$ cat src/rtl/rsv_pkg.sv
package rsv_pkg;

    // Controller states of the reset supervisor
    typedef enum logic [1:0] {
        ST_IDLE   = 2'd0,   // prerequisite missing, reset asserted
        ST_HOLD   = 2'd1,   // prerequisites met, counting hold cycles
        ST_RUN    = 2'd2,   // reset released, watchdog armed
        ST_PWRCYC = 2'd3    // watchdog expired, waiting for power to drop
    } rsv_state_e;

endpackage

$ cat src/rtl/rsv_prereq.sv
module rsv_prereq #(
    parameter bit USE_CFG_READY = 1'b1
) (
    input  logic pwr_good,
    input  logic clk_present,
    input  logic cfg_ready,
    output logic all_ok
);

    generate
        if (USE_CFG_READY) begin : g_with_cfg
            assign all_ok = pwr_good & clk_present & cfg_ready;
        end else begin : g_no_cfg
            logic cfg_ignored;
            assign cfg_ignored = cfg_ready & 1'b0;
            assign all_ok = (pwr_good & clk_present) | cfg_ignored;
        end
    endgenerate

endmodule

$ cat src/rtl/rsv_min_pulse.sv
module rsv_min_pulse #(
    parameter int MIN_PULSE = 8
) (
    input  logic clk,
    input  logic arst_n,
    input  logic clear,
    output logic done
);

    localparam int PW = $clog2(MIN_PULSE + 1);
    localparam logic [PW-1:0] PMAX = PW'(MIN_PULSE - 1);

    logic [PW-1:0] cnt_q;

    // Counts the cycles spent with reset asserted, saturating at PMAX
    always_ff @(posedge clk or negedge arst_n) begin
        if (!arst_n) begin
            cnt_q <= '0;
        end else if (clear) begin
            cnt_q <= '0;
        end else if (cnt_q != PMAX) begin
            cnt_q <= cnt_q + 1'b1;
        end
    end

    assign done = (cnt_q == PMAX);

    // a fresh reset assertion cannot be complete on the following cycle
    a_r5_clear_blocks_done: assert property (@(posedge clk) disable iff (!arst_n)
        clear && (MIN_PULSE > 1) |=> !done);

endmodule

$ cat src/rtl/rsv_watchdog.sv
module rsv_watchdog #(
    parameter int WDT_W = 16
) (
    input  logic             clk,
    input  logic             arst_n,
    input  logic             arm,
    input  logic             kick,
    input  logic [WDT_W-1:0] limit,
    output logic             expire
);

    localparam logic [WDT_W:0] WONE = 1;

    logic [WDT_W-1:0] cnt_q;
    logic [WDT_W:0]   cnt_inc;

    assign cnt_inc = {1'b0, cnt_q} + WONE;
    assign expire  = arm & ~kick & (cnt_inc >= {1'b0, limit});

    // Idle cycles since arming or the last kick; cleared while disarmed
    always_ff @(posedge clk or negedge arst_n) begin
        if (!arst_n) begin
            cnt_q <= '0;
        end else if (!arm || kick) begin
            cnt_q <= '0;
        end else if (!expire) begin
            cnt_q <= cnt_inc[WDT_W-1:0];
        end
    end

    // a kick gives at least one further cycle before expiry
    a_r7_kick_restarts: assert property (@(posedge clk) disable iff (!arst_n)
        arm && kick && (limit > 1) |=> !expire);

endmodule

$ cat src/rtl/rst_supervisor.sv
module rst_supervisor #(
    parameter int HOLD_W        = 16,
    parameter int WDT_W         = 16,
    parameter int MIN_PULSE     = 8,
    parameter bit USE_CFG_READY = 1'b1
) (
    input  logic              clk,
    input  logic              arst_n,
    input  logic              pwr_good,
    input  logic              clk_present,
    input  logic              cfg_ready,
    input  logic [HOLD_W-1:0] hold_cycles,
    input  logic [WDT_W-1:0]  wdt_timeout,
    input  logic              wdt_kick,
    output logic              sys_rst_n,
    output logic              pcycle_req
);

    import rsv_pkg::*;

    localparam logic [HOLD_W-1:0] HOLD_ONE = 1;

    rsv_state_e        state_q, state_d;
    logic [HOLD_W-1:0] hold_q, hold_d;
    logic              prq_ok;
    logic              pulse_done;
    logic              wdt_expire;
    logic              in_run;

    assign in_run = (state_q == ST_RUN);

    rsv_prereq #(
        .USE_CFG_READY (USE_CFG_READY)
    ) u_prereq (
        .pwr_good    (pwr_good),
        .clk_present (clk_present),
        .cfg_ready   (cfg_ready),
        .all_ok      (prq_ok)
    );

    rsv_min_pulse #(
        .MIN_PULSE (MIN_PULSE)
    ) u_min_pulse (
        .clk    (clk),
        .arst_n (arst_n),
        .clear  (in_run),
        .done   (pulse_done)
    );

    rsv_watchdog #(
        .WDT_W (WDT_W)
    ) u_wdt (
        .clk    (clk),
        .arst_n (arst_n),
        .arm    (in_run),
        .kick   (wdt_kick),
        .limit  (wdt_timeout),
        .expire (wdt_expire)
    );

    // Next-state and hold-count logic
    always_comb begin
        state_d = state_q;
        hold_d  = hold_q;
        unique case (state_q)
            ST_IDLE: begin
                hold_d = '0;
                if (prq_ok) begin
                    if ((hold_cycles == '0) && pulse_done) begin
                        state_d = ST_RUN;
                    end else begin
                        state_d = ST_HOLD;
                        hold_d  = HOLD_ONE;
                    end
                end
            end
            ST_HOLD: begin
                if (!prq_ok) begin
                    state_d = ST_IDLE;
                    hold_d  = '0;
                end else if ((hold_q >= hold_cycles) && pulse_done) begin
                    state_d = ST_RUN;
                    hold_d  = '0;
                end else if (hold_q < hold_cycles) begin
                    hold_d = hold_q + HOLD_ONE;
                end
            end
            ST_RUN: begin
                hold_d = '0;
                if (!prq_ok) begin
                    state_d = ST_IDLE;
                end else if (wdt_expire) begin
                    state_d = ST_PWRCYC;
                end
            end
            ST_PWRCYC: begin
                hold_d = '0;
                if (!pwr_good) begin
                    state_d = ST_IDLE;
                end
            end
            default: begin
                state_d = ST_IDLE;
                hold_d  = '0;
            end
        endcase
    end

    // State register
    always_ff @(posedge clk or negedge arst_n) begin
        if (!arst_n) begin
            state_q <= ST_IDLE;
            hold_q  <= '0;
        end else begin
            state_q <= state_d;
            hold_q  <= hold_d;
        end
    end

    // Outputs decoded from the state register
    always_comb begin
        sys_rst_n  = 1'b0;
        pcycle_req = 1'b0;
        unique case (state_q)
            ST_IDLE:   ;
            ST_HOLD:   ;
            ST_RUN:    sys_rst_n  = 1'b1;
            ST_PWRCYC: pcycle_req = 1'b1;
            default:   ;
        endcase
    end

    // a missing prerequisite forces reset on the next cycle
    a_r3_drop_forces_reset: assert property (@(posedge clk) disable iff (!arst_n)
        !prq_ok |=> !sys_rst_n);

    // release only with all prerequisites sampled good
    a_r2_release_needs_ok: assert property (@(posedge clk) disable iff (!arst_n)
        $rose(sys_rst_n) |-> $past(prq_ok));

    // release only once the minimum pulse is complete
    a_r5_min_pulse: assert property (@(posedge clk) disable iff (!arst_n)
        $rose(sys_rst_n) |-> $past(pulse_done));

    // a power-cycle request comes only from a running system on expiry
    a_r6_req_from_run: assert property (@(posedge clk) disable iff (!arst_n)
        $rose(pcycle_req) |-> $past(sys_rst_n) && $past(wdt_expire));

    // a prerequisite drop on the same edge prevents the request
    a_r10_drop_beats_expiry: assert property (@(posedge clk) disable iff (!arst_n)
        $rose(pcycle_req) |-> $past(prq_ok));

    // the request persists while power stays good
    a_r9_req_holds: assert property (@(posedge clk) disable iff (!arst_n)
        pcycle_req && pwr_good |=> pcycle_req);

    // reset stays low throughout the request
    a_r9_req_keeps_reset: assert property (@(posedge clk) disable iff (!arst_n)
        pcycle_req |-> !sys_rst_n);

endmodule

$ cat config.mk
export PLATFORM = sky130hd
export DESIGN_NAME = rst_supervisor
export DESIGN_NICKNAME = d
export VERILOG_FILES = /design/src/rtl/rsv_pkg.sv /design/src/rtl/rsv_prereq.sv /design/src/rtl/rsv_min_pulse.sv /design/src/rtl/rsv_watchdog.sv /design/src/rtl/rst_supervisor.sv
export SDC_FILE = /design/constraint.sdc
export NUM_CORES = 1
export LEC_CHECK = 0
export BUFFER_PORTS_ARGS = -buffer_cell sky130_fd_sc_hd__buf_2
export CORE_AREA = 2 2 104 106
export DETAILED_ROUTE_END_ITERATION = 12
export DIE_AREA = 0 0 106 108
export SLEW_MARGIN = 0
export SYNTH_ARGS = -nofsm -noshare
export SYNTH_HDL_FRONTEND = slang
export SYNTH_SLANG_ARGS = --single-unit
$ cat constraint.sdc
create_clock -name clk -period 8.63 [get_ports clk]
set_clock_uncertainty 0.05 [all_clocks]
set_input_delay 0.4315 -clock clk [delete_from_list [all_inputs] [get_ports clk]]
set_output_delay 0.4315 -clock clk [all_outputs]
set_load 0.01 [all_outputs]
==> flow_summary_export.csv <==
group,metric,value,unit
placement,place_area,0.00338,mm2
yosys,syn-mean-instance-area,8.40,um2
cts,clock_latency_reported_for_the_late_side_of_the_worst_skew_pair,0.29,ns
die,num_rows,37,
status,outcome,"finished clean",
drt,route.antenna.remaining_nets,0,
die,die_x,106,um
layout,final_design_area_no_fill,0.00347,mm2
worst_setup_path,worst_path_max_delay_cell,"a211oi_2",
global_routing,globalRouteTotalUtil,12.7,%
sta,maximum_operating_frequency,244,MHz
yosys,async_flop_share,100,%
die,floorplan.die_area,0.0114,mm2
worst_setup_path,cp.arrival,4.24,ns
cts,ctsHtreeMaxLevel,2,
pwr,vdd_drop_max,0.0634,mV
yosys,synth_area,0.00306,mm2
cts,clock_tree.root_cell,"clkbuf_8",
cts,clock_tree.buffer_depth,2,
layout,num_antenna_cells,0,
cts,cts_hold_buf,0,
die,ios,40,
drt,routed_length_per_placed_instance,13.0,um
yosys,synth_simple_gate_area_share,24.6,%
sta,max_slew_headroom_at_the_worst_pin,30.2,%
die,die_y,108,um
worst_setup_path,worst_setup_end_kind,"register",
sta,timing_hold_violations_final,0,
sta,setup-tns-final,0,ns
placement,portBuffers,39,
hold_path,min-delay-path-class,"in2async",
yosys,post_synthesis_share_of_cell_area_spent_on_full_adders_half_adders_and_majority_gates,14.3,%
sta,timing.final.max_slew_violations,0,
worst_setup_path,worstRegToRegCells,13,
worst_setup_path,critical_path.cell_chain,"ha_1 -> nand3_4 -> nor2_1 -> and3_1 -> and3_1 -> xor2_1 -> ha_1 -> nand4_1 -> nor2_1 -> a221o_1 -> a211oi_2 -> a21oi_1 -> a31o_2",
sta,final_period_minus_worst_setup_slack,4.10,ns
cts,clock-sinks,38,
yosys,dominantRegCellSynth,"dfrtp_1",
global_routing,grt_first_pass_wirelength,11900,um
cts,cts_buffers,5,
cts,clock_tree_from_tritoncts,"yes",
yosys,yosys.area_share.xor_xnor,6.59,%
global_routing,first_global_vias,2661,
placement,numPlacedInstances,532,
drt,detail_route.first_pass.iterations,4,
die,starting_density,29.9,%
global_routing,gr-total-overflow,0,
drt,routed_wl,7040,um
pwr,pwr_density_cell,122,mW/mm2
layout,nFillCells,1089,
yosys,ys_ff_latch,38,
placement,place_ws,4.57,ns
worst_setup_path,ff2ff_setup_slack,4.53,ns
cts,cts_post_setup_buffers_inserted,0,
layout,synthToLayoutAreaGrowth,13.6,%
layout,final_cells,540,
layout,layout.cells.most_common,"buf_2",
layout,most-common-layout-cells,"39 x buf_2, 38 x dfrtp_1, 37 x inv_1",
cts,postCtsResizedCells,0,
worst_setup_path,path_max_fanout,16,
sta,finalCritPeriodShare,47.5,%
yosys,synth_cell_types,47,
yosys,ys_warn_count,0,
worst_setup_path,worstReg2RegStart,"u_wdt.cnt_q[0]$_DFFE_PN0P_",
placement,dp.final_hpwl,5590,um
yosys,seq_area_frac_synth,31.1,%
flow_run,max_cap_violations,0,
yosys,synth-compound-area-share,16.7,%
layout,final_nets,476,
yosys,combinational_family_with_the_most_area_after_synthesis,"simple AND/OR/NAND/NOR gates",
yosys,mux_share_of_post_synthesis_cell_area,0.655,%
die,floorplan.core_area,0.0102,mm2
global_routing,grt_max_degree,39,
layout,drive_gt1_share,14.6,%
drt,drc_errors,0,
sta,setup_ws,4.53,ns
drt,drt_first_iter_violations,90,
global_routing,antenna_found_initial,0,
worst_setup_path,timing.critical_path.from_type,"register",
worst_setup_path,setup.worst_path.class,"reg2reg",
pwr,power.static_leakage,1.71,nW
drt,routed_via_density,5.11,
sta,grt_setup_unrepaired,"no",
sta,final-setup-viol-count,0,
pwr,post-layout-total-power,0.000422,W
yosys,synthesis.nets,437,
yosys,synth_edf_count,0,
worst_setup_path,critPathMaxStageDelay,0.88,ns
placement,final_replace_weighted_congestion,0.827,
worst_setup_path,rr_endpoint,"u_wdt.cnt_q[2]$_DFFE_PN0P_",
sta,worstMarginPinSlew,1.05,ns
worst_setup_path,worst_ep_required_time,8.77,ns
cts,clock_input_transition_at_the_sequential_cells_of_the_worst_setup_and_hold_paths,0.09,ns
yosys,post_synth_inst_count,364,
drt,routed-via-count,2757,
-- cell families after synthesis --
logic type,Yosys count
AND/OR/NAND/NOR,143
adder cells (fa/ha/maj),35
buffers and inverters,44
multiplexers,2
XOR/XNOR,23
AO/OA/AOI/OAI,79
flip-flops,38
-- layer usage --
| layer | vias up | track usage, % | routed length, um |
|---|---|---|---|
| met1 | 1286 | 16.0 | 3250 |
| li1 | 1397 | - | - |
| met5 | - | 0 | 0 |
| met3 | 13 | 2.59 | 320 |
| met2 | 61 | 22.1 | 3350 |
| met4 | 0 | 3.95 | 114 |
-- worst max path at each step --
| stage | slack [ns] | depth (start not counted) | start | endpoint |
|---|---|---|---|---|
| global placement | 4.71 | 13 | u_wdt.cnt_q[0]$_DFFE_PN0P_ | u_wdt.cnt_q[12]$_DFFE_PN0P_ |
| detailed placement | 4.57 | 13 | u_wdt.cnt_q[0]$_DFFE_PN0P_ | u_wdt.cnt_q[12]$_DFFE_PN0P_ |
| global route | 4.22 | 13 | u_wdt.cnt_q[0]$_DFFE_PN0P_ | u_wdt.cnt_q[10]$_DFFE_PN0P_ |
| finish | 4.53 | 13 | u_wdt.cnt_q[0]$_DFFE_PN0P_ | u_wdt.cnt_q[2]$_DFFE_PN0P_ |
| CTS | 4.55 | 13 | u_wdt.cnt_q[0]$_DFFE_PN0P_ | u_wdt.cnt_q[12]$_DFFE_PN0P_ |
| floorplan | 5.20 | 14 | u_wdt.cnt_q[0]$_DFFE_PN0P_ | u_wdt.cnt_q[7]$_DFFE_PN0P_ |
-- synth_stat cells, types with 9 or more instances --
library cell | instances | area, um2
o21ai_0 | 16 | 80.1
or3_1 | 9 | 56.3
nor4_1 | 10 | 62.6
xor2_1 | 14 | 123
dfrtp_1 | 38 | 951
inv_1 | 37 | 139
nand4_1 | 13 | 81.3
xnor2_1 | 9 | 78.8
nand2_1 | 25 | 93.8
nor2_1 | 30 | 113
nand3_1 | 23 | 115
a21oi_1 | 29 | 145
ha_1 | 35 | 438
-- power breakdown --
part	total (W)	switching (W)	internal, W
Combinational	0.0000877	0.0000476	0.0000402
Clock	0.000131	0.0000663	0.0000643
Sequential	0.000204	0.0000125	0.000192
-- critical path: cells and delay by family, from the launching register on --
kind,cells,cell delay [ns]
xor gates and xnor gates,1,0.16
DFF,1,0.43
AOI/OAI and AO/OA,4,1.67
and+or+nand+nor,6,1.12
adders and majority gates,2,0.57
-- state kept, by name, summed over array words and instances, names as in the netlist --
signal and count:
hold_q 16, state_q 2, u_min_pulse.cnt_q 4, u_wdt.cnt_q 16
-- metrics by stage --
stage | util (%) | hold WS [ns]
2_1_floorplan | - | 0.0859
6_report | 33.9 | 0.199
3_5_place_dp | 33.0 | 0.448
4_1_cts | 33.9 | 0.236
5_1_grt | 33.9 | 0.276
3_3_place_gp | 33.0 | 0.436
-- cell type report --
type,count,area (um2),area share [%]
multi-input combinational,282,1920,55.4
sequential,38,951,27.4
timing repair buffer,39,195,5.62
tap,136,170,4.90
inverter,37,139,4.00
clock buffer,6,82.6,2.38
clock inverter,2,12.5,0.360
(Power assumes the default switching activity.)
